`src/rtl/pirq_router_pkg.sv`:
```
// Shared constants and types of the interrupt line router.
// Assumes the line and input counts are fixed by the interrupt architecture.
package pirq_router_pkg;
    localparam int unsigned PIRQ_N     = 4;
    localparam int unsigned IRQ_N      = 16;
    localparam int unsigned BYTE_W     = 8;
    localparam int unsigned IRQ_IDX_W  = $clog2(IRQ_N);
    localparam int unsigned PIRQ_IDX_W = $clog2(PIRQ_N);

    // Decoded view of one routing byte.
    typedef struct packed {
        logic                 en;
        logic [IRQ_IDX_W-1:0] tgt;
    } route_t;
endpackage

```
`src/rtl/pirq_cfg_regs.sv`:
```
// Routing byte storage with a byte write strobe and combinational read-back.
// Assumes one write per cycle; offsets outside the window are ignored.
module pirq_cfg_regs
    import pirq_router_pkg::*;
#(
    parameter int unsigned        ADDR_W      = 8,
    parameter logic [ADDR_W-1:0]  ROUTE_BASE  = 8'h60,
    parameter logic [BYTE_W-1:0]  ROUTE_RESET = 8'h80
) (
    input  logic                             clk,
    input  logic                             rst_n,
    input  logic                             wr_en,
    input  logic [ADDR_W-1:0]                wr_addr,
    input  logic [BYTE_W-1:0]                wr_data,
    input  logic [ADDR_W-1:0]                rd_addr,
    output logic [BYTE_W-1:0]                rd_data,
    output logic [PIRQ_N-1:0][BYTE_W-1:0]    routes
);
    logic [PIRQ_N-1:0] rd_hit;

    for (genvar k = 0; k < PIRQ_N; k++) begin : g_slot
        localparam logic [ADDR_W-1:0] SLOT_ADDR = ROUTE_BASE + ADDR_W'(k);

        // Hold or update the routing byte of line k.
        always_ff @(posedge clk) begin
            if (!rst_n) begin
                routes[k] <= ROUTE_RESET;
            end else if (wr_en && (wr_addr == SLOT_ADDR)) begin
                routes[k] <= wr_data;
            end
        end

        assign rd_hit[k] = (rd_addr == SLOT_ADDR);
    end

    // Return the byte selected by the read offset, zero outside the window.
    always_comb begin
        rd_data = '0;
        for (int k = 0; k < PIRQ_N; k++) begin
            if (rd_hit[k]) begin
                rd_data = routes[k];
            end
        end
    end
endmodule

```
`src/rtl/pirq_route_decode.sv`:
```
// Decodes each routing byte into an enable and a target index, and serves
// the route query. Assumes values of IRQ_N or more mean disabled.
module pirq_route_decode
    import pirq_router_pkg::*;
(
    input  logic [PIRQ_N-1:0][BYTE_W-1:0] routes,
    input  logic [PIRQ_IDX_W-1:0]         qry_sel,
    output route_t [PIRQ_N-1:0]           dec,
    output logic                          qry_enabled,
    output logic [IRQ_IDX_W-1:0]          qry_target
);
    for (genvar k = 0; k < PIRQ_N; k++) begin : g_dec
        // Split one byte into enable flag and target index.
        always_comb begin
            dec[k].en  = (routes[k] < BYTE_W'(IRQ_N));
            dec[k].tgt = dec[k].en ? routes[k][IRQ_IDX_W-1:0] : '0;
        end
    end

    // Report the decoded route of the queried line.
    always_comb begin
        qry_enabled = dec[qry_sel].en;
        qry_target  = dec[qry_sel].tgt;
    end
endmodule

```
`src/rtl/pirq_irq_merge.sv`:
```
// ORs the live request levels onto their routed controller inputs and
// registers the result. Assumes routes are already decoded.
module pirq_irq_merge
    import pirq_router_pkg::*;
(
    input  logic                 clk,
    input  logic                 rst_n,
    input  logic [PIRQ_N-1:0]    pirq_in,
    input  route_t [PIRQ_N-1:0]  dec,
    output logic [IRQ_N-1:0]     irq_out
);
    logic [IRQ_N-1:0] level_d;

    // Rebuild every output level from scratch out of the live inputs.
    always_comb begin
        level_d = '0;
        for (int j = 0; j < IRQ_N; j++) begin
            for (int k = 0; k < PIRQ_N; k++) begin
                if (pirq_in[k] && dec[k].en && (dec[k].tgt == IRQ_IDX_W'(j))) begin
                    level_d[j] = 1'b1;
                end
            end
        end
    end

    // Register the merged levels.
    always_ff @(posedge clk) begin
        if (!rst_n) begin
            irq_out <= '0;
        end else begin
            irq_out <= level_d;
        end
    end
endmodule

```
`src/rtl/pirq_swizzle.sv`:
```
// Maps a device slot and INTx pin to a request line index by rotation.
// Assumes pin code 0 is the first pin; purely combinational.
module pirq_swizzle
    import pirq_router_pkg::*;
#(
    parameter int unsigned SLOT_W = 5
) (
    input  logic [SLOT_W-1:0]     slot,
    input  logic [PIRQ_IDX_W-1:0] pin,
    output logic [PIRQ_IDX_W-1:0] pirq
);
    // Rotate the pin by slot minus one, modulo the line count.
    always_comb begin
        pirq = PIRQ_IDX_W'((32'(slot) + 32'(pin) + 32'(PIRQ_N - 1)) % PIRQ_N);
    end
endmodule

```
`src/rtl/pirq_router.sv`:
```
// Top of the interrupt line router: routing bytes, decode, merge, swizzle.
// Assumes a single clock and a synchronous active-low reset.
module pirq_router
    import pirq_router_pkg::*;
#(
    parameter int unsigned        ADDR_W      = 8,
    parameter int unsigned        SLOT_W      = 5,
    parameter logic [ADDR_W-1:0]  ROUTE_BASE  = 8'h60,
    parameter logic [BYTE_W-1:0]  ROUTE_RESET = 8'h80
) (
    input  logic                  clk,
    input  logic                  rst_n,
    input  logic                  cfg_wr_en,
    input  logic [ADDR_W-1:0]     cfg_addr,
    input  logic [BYTE_W-1:0]     cfg_wdata,
    input  logic [ADDR_W-1:0]     cfg_rd_addr,
    output logic [BYTE_W-1:0]     cfg_rdata,
    input  logic [PIRQ_N-1:0]     pirq_in,
    output logic [IRQ_N-1:0]      irq_out,
    input  logic [PIRQ_IDX_W-1:0] qry_sel,
    output logic                  qry_enabled,
    output logic [IRQ_IDX_W-1:0]  qry_target,
    input  logic [SLOT_W-1:0]     swz_slot,
    input  logic [PIRQ_IDX_W-1:0] swz_pin,
    output logic [PIRQ_IDX_W-1:0] swz_pirq
);
    logic [PIRQ_N-1:0][BYTE_W-1:0] route_bytes;
    route_t [PIRQ_N-1:0]           route_dec;

    pirq_cfg_regs #(
        .ADDR_W      (ADDR_W),
        .ROUTE_BASE  (ROUTE_BASE),
        .ROUTE_RESET (ROUTE_RESET)
    ) u_regs (
        .clk     (clk),
        .rst_n   (rst_n),
        .wr_en   (cfg_wr_en),
        .wr_addr (cfg_addr),
        .wr_data (cfg_wdata),
        .rd_addr (cfg_rd_addr),
        .rd_data (cfg_rdata),
        .routes  (route_bytes)
    );

    pirq_route_decode u_dec (
        .routes      (route_bytes),
        .qry_sel     (qry_sel),
        .dec         (route_dec),
        .qry_enabled (qry_enabled),
        .qry_target  (qry_target)
    );

    pirq_irq_merge u_merge (
        .clk     (clk),
        .rst_n   (rst_n),
        .pirq_in (pirq_in),
        .dec     (route_dec),
        .irq_out (irq_out)
    );

    pirq_swizzle #(
        .SLOT_W (SLOT_W)
    ) u_swz (
        .slot (swz_slot),
        .pin  (swz_pin),
        .pirq (swz_pirq)
    );
endmodule

```
`config.mk`:
```
export PLATFORM = sky130hd
export DESIGN_NAME = pirq_router
export DESIGN_NICKNAME = d
export VERILOG_FILES = /design/src/rtl/pirq_router_pkg.sv /design/src/rtl/pirq_cfg_regs.sv /design/src/rtl/pirq_route_decode.sv /design/src/rtl/pirq_irq_merge.sv /design/src/rtl/pirq_swizzle.sv /design/src/rtl/pirq_router.sv
export SDC_FILE = /design/constraint.sdc
export NUM_CORES = 1
export LEC_CHECK = 0
export ABC_AREA = 1
export BUFFER_PORTS_ARGS = -buffer_cell sky130_fd_sc_hd__buf_2
export CELL_PAD_IN_SITES_DETAIL_PLACEMENT = 0
export CELL_PAD_IN_SITES_GLOBAL_PLACEMENT = 1
export CORE_MARGIN = 4
export CORE_UTILIZATION = 40
export DETAILED_ROUTE_END_ITERATION = 12
export GPL_TIMING_DRIVEN = 0
export PLACE_DENSITY_LB_ADDON = 0.08
export SLEW_MARGIN = 30
export SYNTH_ARGS = -nofsm -noshare
export SYNTH_HDL_FRONTEND = slang
export SYNTH_HIERARCHICAL = 1
export SYNTH_SLANG_ARGS = --single-unit
```
`constraint.sdc`:
```
create_clock -name clk -period 3.1 [get_ports clk]
set_clock_uncertainty 0.1 [all_clocks]
set_input_delay 0.465 -clock clk [delete_from_list [all_inputs] [get_ports clk]]
set_output_delay 0.465 -clock clk [all_outputs]
set_load 0.05 [all_outputs]
```
Word-level counts from Yosys, hierarchy flattened
Index checks and enable logic that the tools add are counted.
{"block": "classes", "n_eq_ne": 68, "mul": 0, "mux": 74, "order_cmp": 5, "n_bitwise": 0, "addsub": 2, "reduce_logical": 76, "n_div": 0, "shifts": 0}
{"operator": "4-bit == test (second input constant)", "n": 32}
{"operator": "1-bit logical AND", "n": 72}
{"operator": "4-bit by 3-bit == test with 1-bit output (second input constant)", "n": 16}
{"operator": "8-bit by 7-bit == test with 1-bit output (second input constant)", "n": 8}
{"operator": "1-bit 2-to-1 mux", "n": 64}
{"operator": "4-bit by 2-bit == test with 1-bit output (second input constant)", "n": 8}
{"operator": "8-bit by 5-bit < comparator with 1-bit output (second input constant)", "n": 4}
{"operator": "8-bit 2-to-1 mux", "n": 4}
{"operator": "4-bit by 1-bit == test with 1-bit output (second input constant)", "n": 4}
{"operator": "4-bit zero test", "n": 4}
{"operator": "4-bit 2-to-1 mux", "n": 4}
{"operator": "5-bit binary-select mux with 2-bit select", "n": 1}
{"operator": "5-bit 2-to-1 mux", "n": 1}
{"operator": "2-bit by 3-bit < comparator with 1-bit output (second input constant)", "n": 1}
{"operator": "2-bit adder", "n": 1}
{"operator": "2-bit adder (second input constant)", "n": 1}
{"block": "word_totals", "ramBits": 0, "wordCells": 230, "reg_bits": 48, "input_bits": 40, "memories": 0, "romBits": 0, "out_inout_bits": 31, "latchBits": 0}

Longest topological paths before layout
Gate-level depths: netlist of the first run.
{"block": "depth", "ltp_word": 8, "depth_mapped": 10}

By module
The synthesis of the first run kept the hierarchy.
{"module": "pirq_cfg_regs", "seq_area_each_um2": 640.6, "area_each_um2": 1742.9, "cells_each": 257, "instances": 1}
{"module": "pirq_irq_merge", "seq_area_each_um2": 320.3, "area_each_um2": 1137.3, "cells_each": 218, "instances": 1}
{"module": "pirq_route_decode", "seq_area_each_um2": 0.0, "area_each_um2": 382.9, "cells_each": 86, "instances": 1}
{"module": "pirq_swizzle", "seq_area_each_um2": 0.0, "area_each_um2": 58.8, "cells_each": 13, "instances": 1}

Worst setup path before layout of the first run
OpenSTA, ideal clock, no wires.
{"block": "synth_path", "path_kind": "input port to output port", "startpoint": "input port cfg_rd_addr[2]", "endpoint": "output port cfg_rdata[0]", "t_required_ps": 2535, "path_buffers": 0, "cell_stages": 5, "path_slack_ps": 1108, "arrival_ps": 1427, "cell_sequence": "inv_1 -> nand2_1 -> nor2_1 -> nand3_1 -> nand4_1"}
{"block": "synth_between", "elab_chain_len": 5, "word_cells_on_any_way": 8}
{"element": "start, declared", "line": "pirq_router.sv:16", "text": "input logic [ADDR_W-1:0] cfg_rd_addr,"}
{"element": "8-bit by 7-bit == test with 1-bit output", "line": "pirq_cfg_regs.sv:33", "text": "assign rd_hit[k] = (rd_addr == SLOT_ADDR);"}
{"element": "8-bit 2-to-1 mux (3 in a row)", "line": "pirq_cfg_regs.sv:40", "text": "if (rd_hit[k]) begin"}
{"element": "8-bit 2-to-1 mux (*)", "line": "pirq_cfg_regs.sv:40"}
{"element": "end, declared", "line": "pirq_router.sv:17", "text": "output logic [BYTE_W-1:0] cfg_rdata,"}
Mark *: on every way between the ends. The rest lies on a longest branch, timed or not.

Final worst setup path of the first run
{"block": "layout_path", "startpoint": "input port cfg_rd_addr[2]", "endpoint": "output port cfg_rdata[3]"}
The elaborated chain is that of the path after synthesis.

==> results of run 1 <==
worst max-delay path: cells and delay by family:
family	cells	cell delay (ns)
AND/OR/NAND/NOR	4	0.83
buffers and inverters	3	0.42
per-layer routing:
metal | track usage | up-vias | routed length, µm
met4 | 0.0336 | 0 | 34
met1 | 0.340 | 1727 | 5360
li1 | - | 1953 | -
met2 | 0.311 | 138 | 4290
met5 | 0 | - | 0
met3 | 0.0414 | 5 | 888
flip-flops by register name (all words and copies together) (netlist names):
signal           count
u_merge/irq_out     16
u_regs/routes       32
power groups by stage:
stage / Sequential (µW) / Clock (µW) / Combinational, µW
global route: 619 / 424 / 173
CTS: 618 / 398 / 157
detailed placement: 633 / 0 / 157
floorplan: 632 / 0 / 100
global placement: 633 / 0 / 155
finish: 618 / 378 / 158
final timing paths:
path | slack, ns | cells after the start | to
setup / recovery | 0.81 | 7 | cfg_rdata[3]
hold / removal | 0.34 | 3 | u_regs/routes[22]$_SDFFE_PN0P_
setup reg to reg | 1.39 | 9 | u_merge/irq_out[13]$_SDFF_PN0_
hold reg to reg | 0.40 | 2 | u_regs/routes[15]$_SDFFE_PN1P_
stage by stage:
step	util	hold WS (ns)	cell area (µm²)
final	0.491	0.339	3870
after global routing	0.491	0.359	3870
after CTS	0.491	0.342	3870
after detailed placement	0.480	0.388	3780
after global placement	0.480	0.384	3780
after floorplan	-	0.369	3320
area by class of cell:
class | count | area (µm²)
plain buffers | 21 | 160
clock buffers | 5 | 68.8
clock inverters | 3 | 21.3
fillers | 893 | 4010
inverters | 68 | 255
multi-input cells | 437 | 1950
flip-flops and latches | 48 | 961
well taps | 102 | 128
repair buffers | 67 | 335
logic make-up after synthesis:
| logic type | after synthesis | share of synthesized area |
|---|---|---|
| fa+ha+maj | 1 | 0.00377 |
| compound gates | 28 | 0.0467 |
| flops | 48 | 0.289 |
| simple gates | 408 | 0.535 |
| buf+inv | 89 | 0.125 |
cells in the mapped netlist, types with 3 or more instances:
master / n / share of area
nand2_1: 176 / 0.20
nand3_1: 111 / 0.17
nor2_1: 85 / 0.096
inv_1: 66 / 0.075
dfxtp_1: 48 / 0.29
a21oi_1: 24 / 0.036
nor2_2: 19 / 0.036
buf_2: 11 / 0.017
buf_6: 8 / 0.027
nand4_1: 8 / 0.015
a21oi_2: 4 / 0.011
nand2_2: 4 / 0.0075
nor2_4: 3 / 0.010
==> summary.txt, run 1 <==
Setup path
  – Worst setup EP type: output pin
  – WS Path Type: in2out
  – CP startpoint: cfg_rd_addr[2]
  – Slowest CP cell: nor2_1
  – Worst reg2reg path startpoint: u_regs/routes[14]$_SDFFE_PN0P_
  – Slowest stage delay, CP: ~0.45 ns
  – CP Max Fanout: 8
  – Most common cell on crit path: buf_2
  – CP Launch Type: primary input
  – WP data required: 2.53 ns
  – Cell Chain, Critical Path: buf_2 > inv_1 > nand2_1 > nor2_1 > nand3_1 > nand4_1 > buf_2
  – CP arrival: 1.72 ns

Global route
  – Largest net degree at the start of global routing: 17
  – Vias in the first global route: 3478
  – Congestion Overflow GR: 0
  – Initial antenna violation count: 0
  – Total track usage: 0.217
  – First-pass GRT wire length: around 17000 µm

Cells and area
  – Commonest non-fill, non-tap cell in the layout: nand2_1
  – Most frequent cells in the layout: nand2_1 (176), nand3_1 (111), nor2_1 (85)
  – # diodes: 0
  – Final net count: a little under 700
  – Layout cells sized above 1: 0.197
  – Finished Layout Cells: roughly 750
  – Area grow syn2layout: 16.6%

Pwr
  – PwrDens: 298 nW/µm²
  – Reg power frac: 0.536
  – Leakage: about 0.0021 µW
  – Max IR drop VDD: between 0.2 and 0.25 mV
  – Sw Pwr: approximately 330 µW
  – Switching Share: 0.284
  – Internal Power: approximately 830 µW
  – Power Total: about 1200 µW
  – Combinational Power Share: 0.137
  – Clock share of power: 0.327

Floorplan
  – Core area: roughly 8000 µm²
  – Boundary pin count: 71
  – Initial core utilization: 0.421
  – Area of the die: 9830 µm²
  – Die height: 99.1 µm
  – Core Rows: 32
  – Die X: ~99 µm

Route
  – Routed WL: 10600 µm
  – DRC viols: 0
  – Vias: around 3800
  – Post-route ant nets: 0
  – Vias per cell: 5.09
  – Routed len/inst: 14.1 µm
  – Initial DRC count: approximately 310
  – First-pass iteration count of the detailed router: 7

Clock tree
  – Setup bufs post-CTS: 0
  – Hold Buf Count CTS: 0
  – Clock sink count: 48
  – Post_cts resized: 0
  – Worst-skew pair later-pin latency: 0.30 ns
  – H-tree Lvls: 2
  – CTS Buffer Depth: 2
  – Clk root buf: clkbuf_8
  – Inserted Clock Buffers: 5
  – CTS tree: done
  – Clock Pin Slew Worst Setup and Hold Paths: 0.09 ns

Timing
  – RSZ-0062 raised after global routing: false
  – Final Hold Fails: 0
  – Worst rel slew slack: 0.625
  – Final Cycle Share: 0.737
  – Setup slack after layout: slightly above 0.8 ns
  – Tmin final: around 2.3 ns
  – Worst-Margin Slew: 0.560 ns
  – Fmax achieved: 437 MHz
  – Setup TNS: 0 ns
  – Max-slew violation count: 0
  – Final Setup Violations: 0

Placed design
  – Dpl cells: 743
  – Pre-CTS setup slack: around 0.84 ns
  – PortBufs: 67
  – Hpwl dp: ~8500 µm
  – Final Wtd Congestion: ~0.88

Synth
  – Synth Register Bits: 48
  – Fraction of registers with async set/reset: 0
  – Netlist cell types: 17
  – Register area share after synthesis: 0.289
  – Number of flops mapped to enable cells by yosys: 0
  – Ys Warns: 6
  – Syn avg cell area: about 5.8 µm²
  – Synth Instances: about 570
  – Net Count, Synth: slightly above 600
  – Synth Flop Type: dfxtp_1
  – Post-Syn Area: 3320 µm²

Job
  – Max-cap violation count: 0

Worst hold path
  – Worst min path class: in2reg
  – Min-Delay Startpoint: rst_n

Status
  – Status: completed
(Power assumes the default switching activity.)
==> run 2, diff against run 1 <==
Settings changed: CORE_UTILIZATION 40 to 37.
Clock period 3.1 ns to 2.3 ns, I/O delays scaled along.
==> summary.txt, run 2 (same netlist as run 1, synthesis figures left out) <==
Status
  – Status: completed

Global route
  – Congestion Overflow GR: 0
  – Initial antenna violation count: 0
  – First-pass GRT wire length: ~17000 µm
  – Largest net degree at the start of global routing: 17
  – Vias in the first global route: 3334
  – Total track usage: 0.206

Setup path
  – Worst setup EP type: output pin
  – Crit path buf inv count: 3
  – CP top delay family: simple AND/OR/NAND/NOR gates
  – Most common cell on crit path: buf_2
  – CP Max Fanout: 8
  – Slowest CP cell: nor2_1
  – WP data required: approximately 1.9 ns
  – Cell Chain, Critical Path: buf_2 > inv_1 > nand2_1 > nor2_1 > nand3_1 > nand4_1 > buf_2
  – WS Path Type: in2out
  – CP arrival: around 1.6 ns
  – CP Launch Type: primary input
  – Flop-to-flop setup slack: 0.59 ns
  – Slowest stage delay, CP: 0.46 ns

Timing
  – Fmax achieved: 487 MHz
  – Setup TNS: 0 ns
  – Worst-Margin Slew: around 0.56 ns
  – Final Setup Violations: 0
  – Max-slew violation count: 0
  – Worst rel slew slack: 0.628
  – Final Cycle Share: 0.893
  – RSZ-0062 raised after global routing: false
  – Tmin final: roughly 2.1 ns
  – Final Hold Fails: 0

Route
  – Post-route ant nets: 0
  – Routed WL: 10800 µm
  – Initial DRC count: about 280
  – DRC viols: 0
  – Vias: 3782
  – Routed len/inst: approximately 14 µm
  – Vias per cell: about 5.0
  – First-pass iteration count of the detailed router: 5

Job
  – Max-cap violation count: 0

Placed design
  – DP Area: around 3800 µm²
  – Final Wtd Congestion: 0.878
  – PortBufs: 67
  – Hpwl dp: roughly 8800 µm

Cells and area
  – Finished layout cell area: about 3900 µm²
  – Commonest non-fill, non-tap cell in the layout: nand2_1
  – Final Util: 0.451
  – Most frequent cells in the layout: nand2_1 (176), nand3_1 (111), nor2_1 (85)
  – Layout filler cell count: 975
  – Biggest register: u_regs/routes
  – # diodes: 0
  – Leading registers by flop count: u_regs/routes (32), u_merge/irq_out (16)
  – Layout cells sized above 1: 0.197
  – Final net count: slightly below 700
  – Area grow syn2layout: 18.3%
  – Largest register FFs: 32

Floorplan
  – Die X: about 100 µm
  – Core Rows: 34
  – Core area: 8720 µm²
  – Area of the die: 10600 µm²
  – Initial core utilization: 0.381
  – Boundary pin count: slightly above 70
  – Die height: 103 µm

Clock tree
  – Post_cts resized: 0
  – H-tree Lvls: 2
  – CTS tree: done
  – CTS Buffer Depth: 2
  – Inserted Clock Buffers: 5
  – Clock sink count: 48
  – Setup bufs post-CTS: 0
  – Clk root buf: clkbuf_8
  – Hold Buf Count CTS: 0
  – Clock Pin Slew Worst Setup and Hold Paths: ~0.10 ns
  – Worst-skew pair later-pin latency: 0.31 ns

Pwr
  – Max IR drop VDD: 0.236 mV
  – PwrDens: around 460 nW/µm²
  – Leakage: between 0.002 and 0.0025 µW

Worst hold path
  – Worst min path class: in2reg
[run 2: changes by cell type in the layout (fill, tap and decap cells not counted)]
cell	before	now
bufinv_16	0	2
clkinv_2	1	0
clkinvlp_4	1	0
[run 2: cell type report]
class / count / area [µm²] / area share
Multi-Input combinational cell: 437 / 1950 / 0.495
Sequential cell: 48 / 961 / 0.245
Timing Repair Buffer: 67 / 335 / 0.0853
Inverter: 68 / 255 / 0.0649
Buffer: 21 / 160 / 0.0408
Tap cell: 108 / 135 / 0.0344
Clock buffer: 5 / 68.8 / 0.0175
Clock inverter: 3 / 68.8 / 0.0175
[run 2: path summary, 6_finish.rpt]
path | from | depth (start not counted) | end
setup / recovery | cfg_rd_addr[2] | 7 | cfg_rdata[2]
hold reg to reg | u_regs/routes[15]$_SDFFE_PN1P_ | 2 | u_regs/routes[15]$_SDFFE_PN1P_
setup reg to reg | u_regs/routes[15]$_SDFFE_PN1P_ | 9 | u_merge/irq_out[4]$_SDFF_PN0_
hold / removal | rst_n | 3 | u_regs/routes[22]$_SDFFE_PN0P_
[run 2: routing by layer]
metal | track usage | wire [µm] | vias to the layer above
met5 | 0 | 0 | -
met2 | 0.293 | 4330 | 148
met1 | 0.328 | 5410 | 1681
met3 | 0.0277 | 996 | 6
li1 | - | - | 1947
met4 | 0.0369 | 68 | 0
[run 2: power by group]
group	internal, µW	total, µW	switching [µW]
logic	65.6	213	148
registers	832	833	1.53
clock network	438	751	313
[run 2: metrics by stage]
| step | setup WS (ns) | power (µW) | hold WS, ns | std cells |
|---|---|---|---|---|
| after floorplan | 0.548 | 987 | 0.366 | 574 |
| after global placement | 0.284 | 1060 | 0.387 | 749 |
| after detailed placement | 0.259 | 1060 | 0.388 | 749 |
| after CTS | 0.246 | 1820 | 0.224 | 757 |
| after global routing | 0.0906 | 1870 | 0.243 | 757 |
| final | 0.246 | 1800 | 0.223 | 757 |
[run 2: worst reg2reg max path, cell delays in order (launching register included)]
cell     delay, ns
dfxtp_1       0.34
nor2_2        0.22
nand3_1       0.15
inv_1         0.15
inv_1         0.05
nor2_1        0.21
nand3_1       0.12
nand2_1       0.15
nor2_1        0.07
nor2_1        0.09
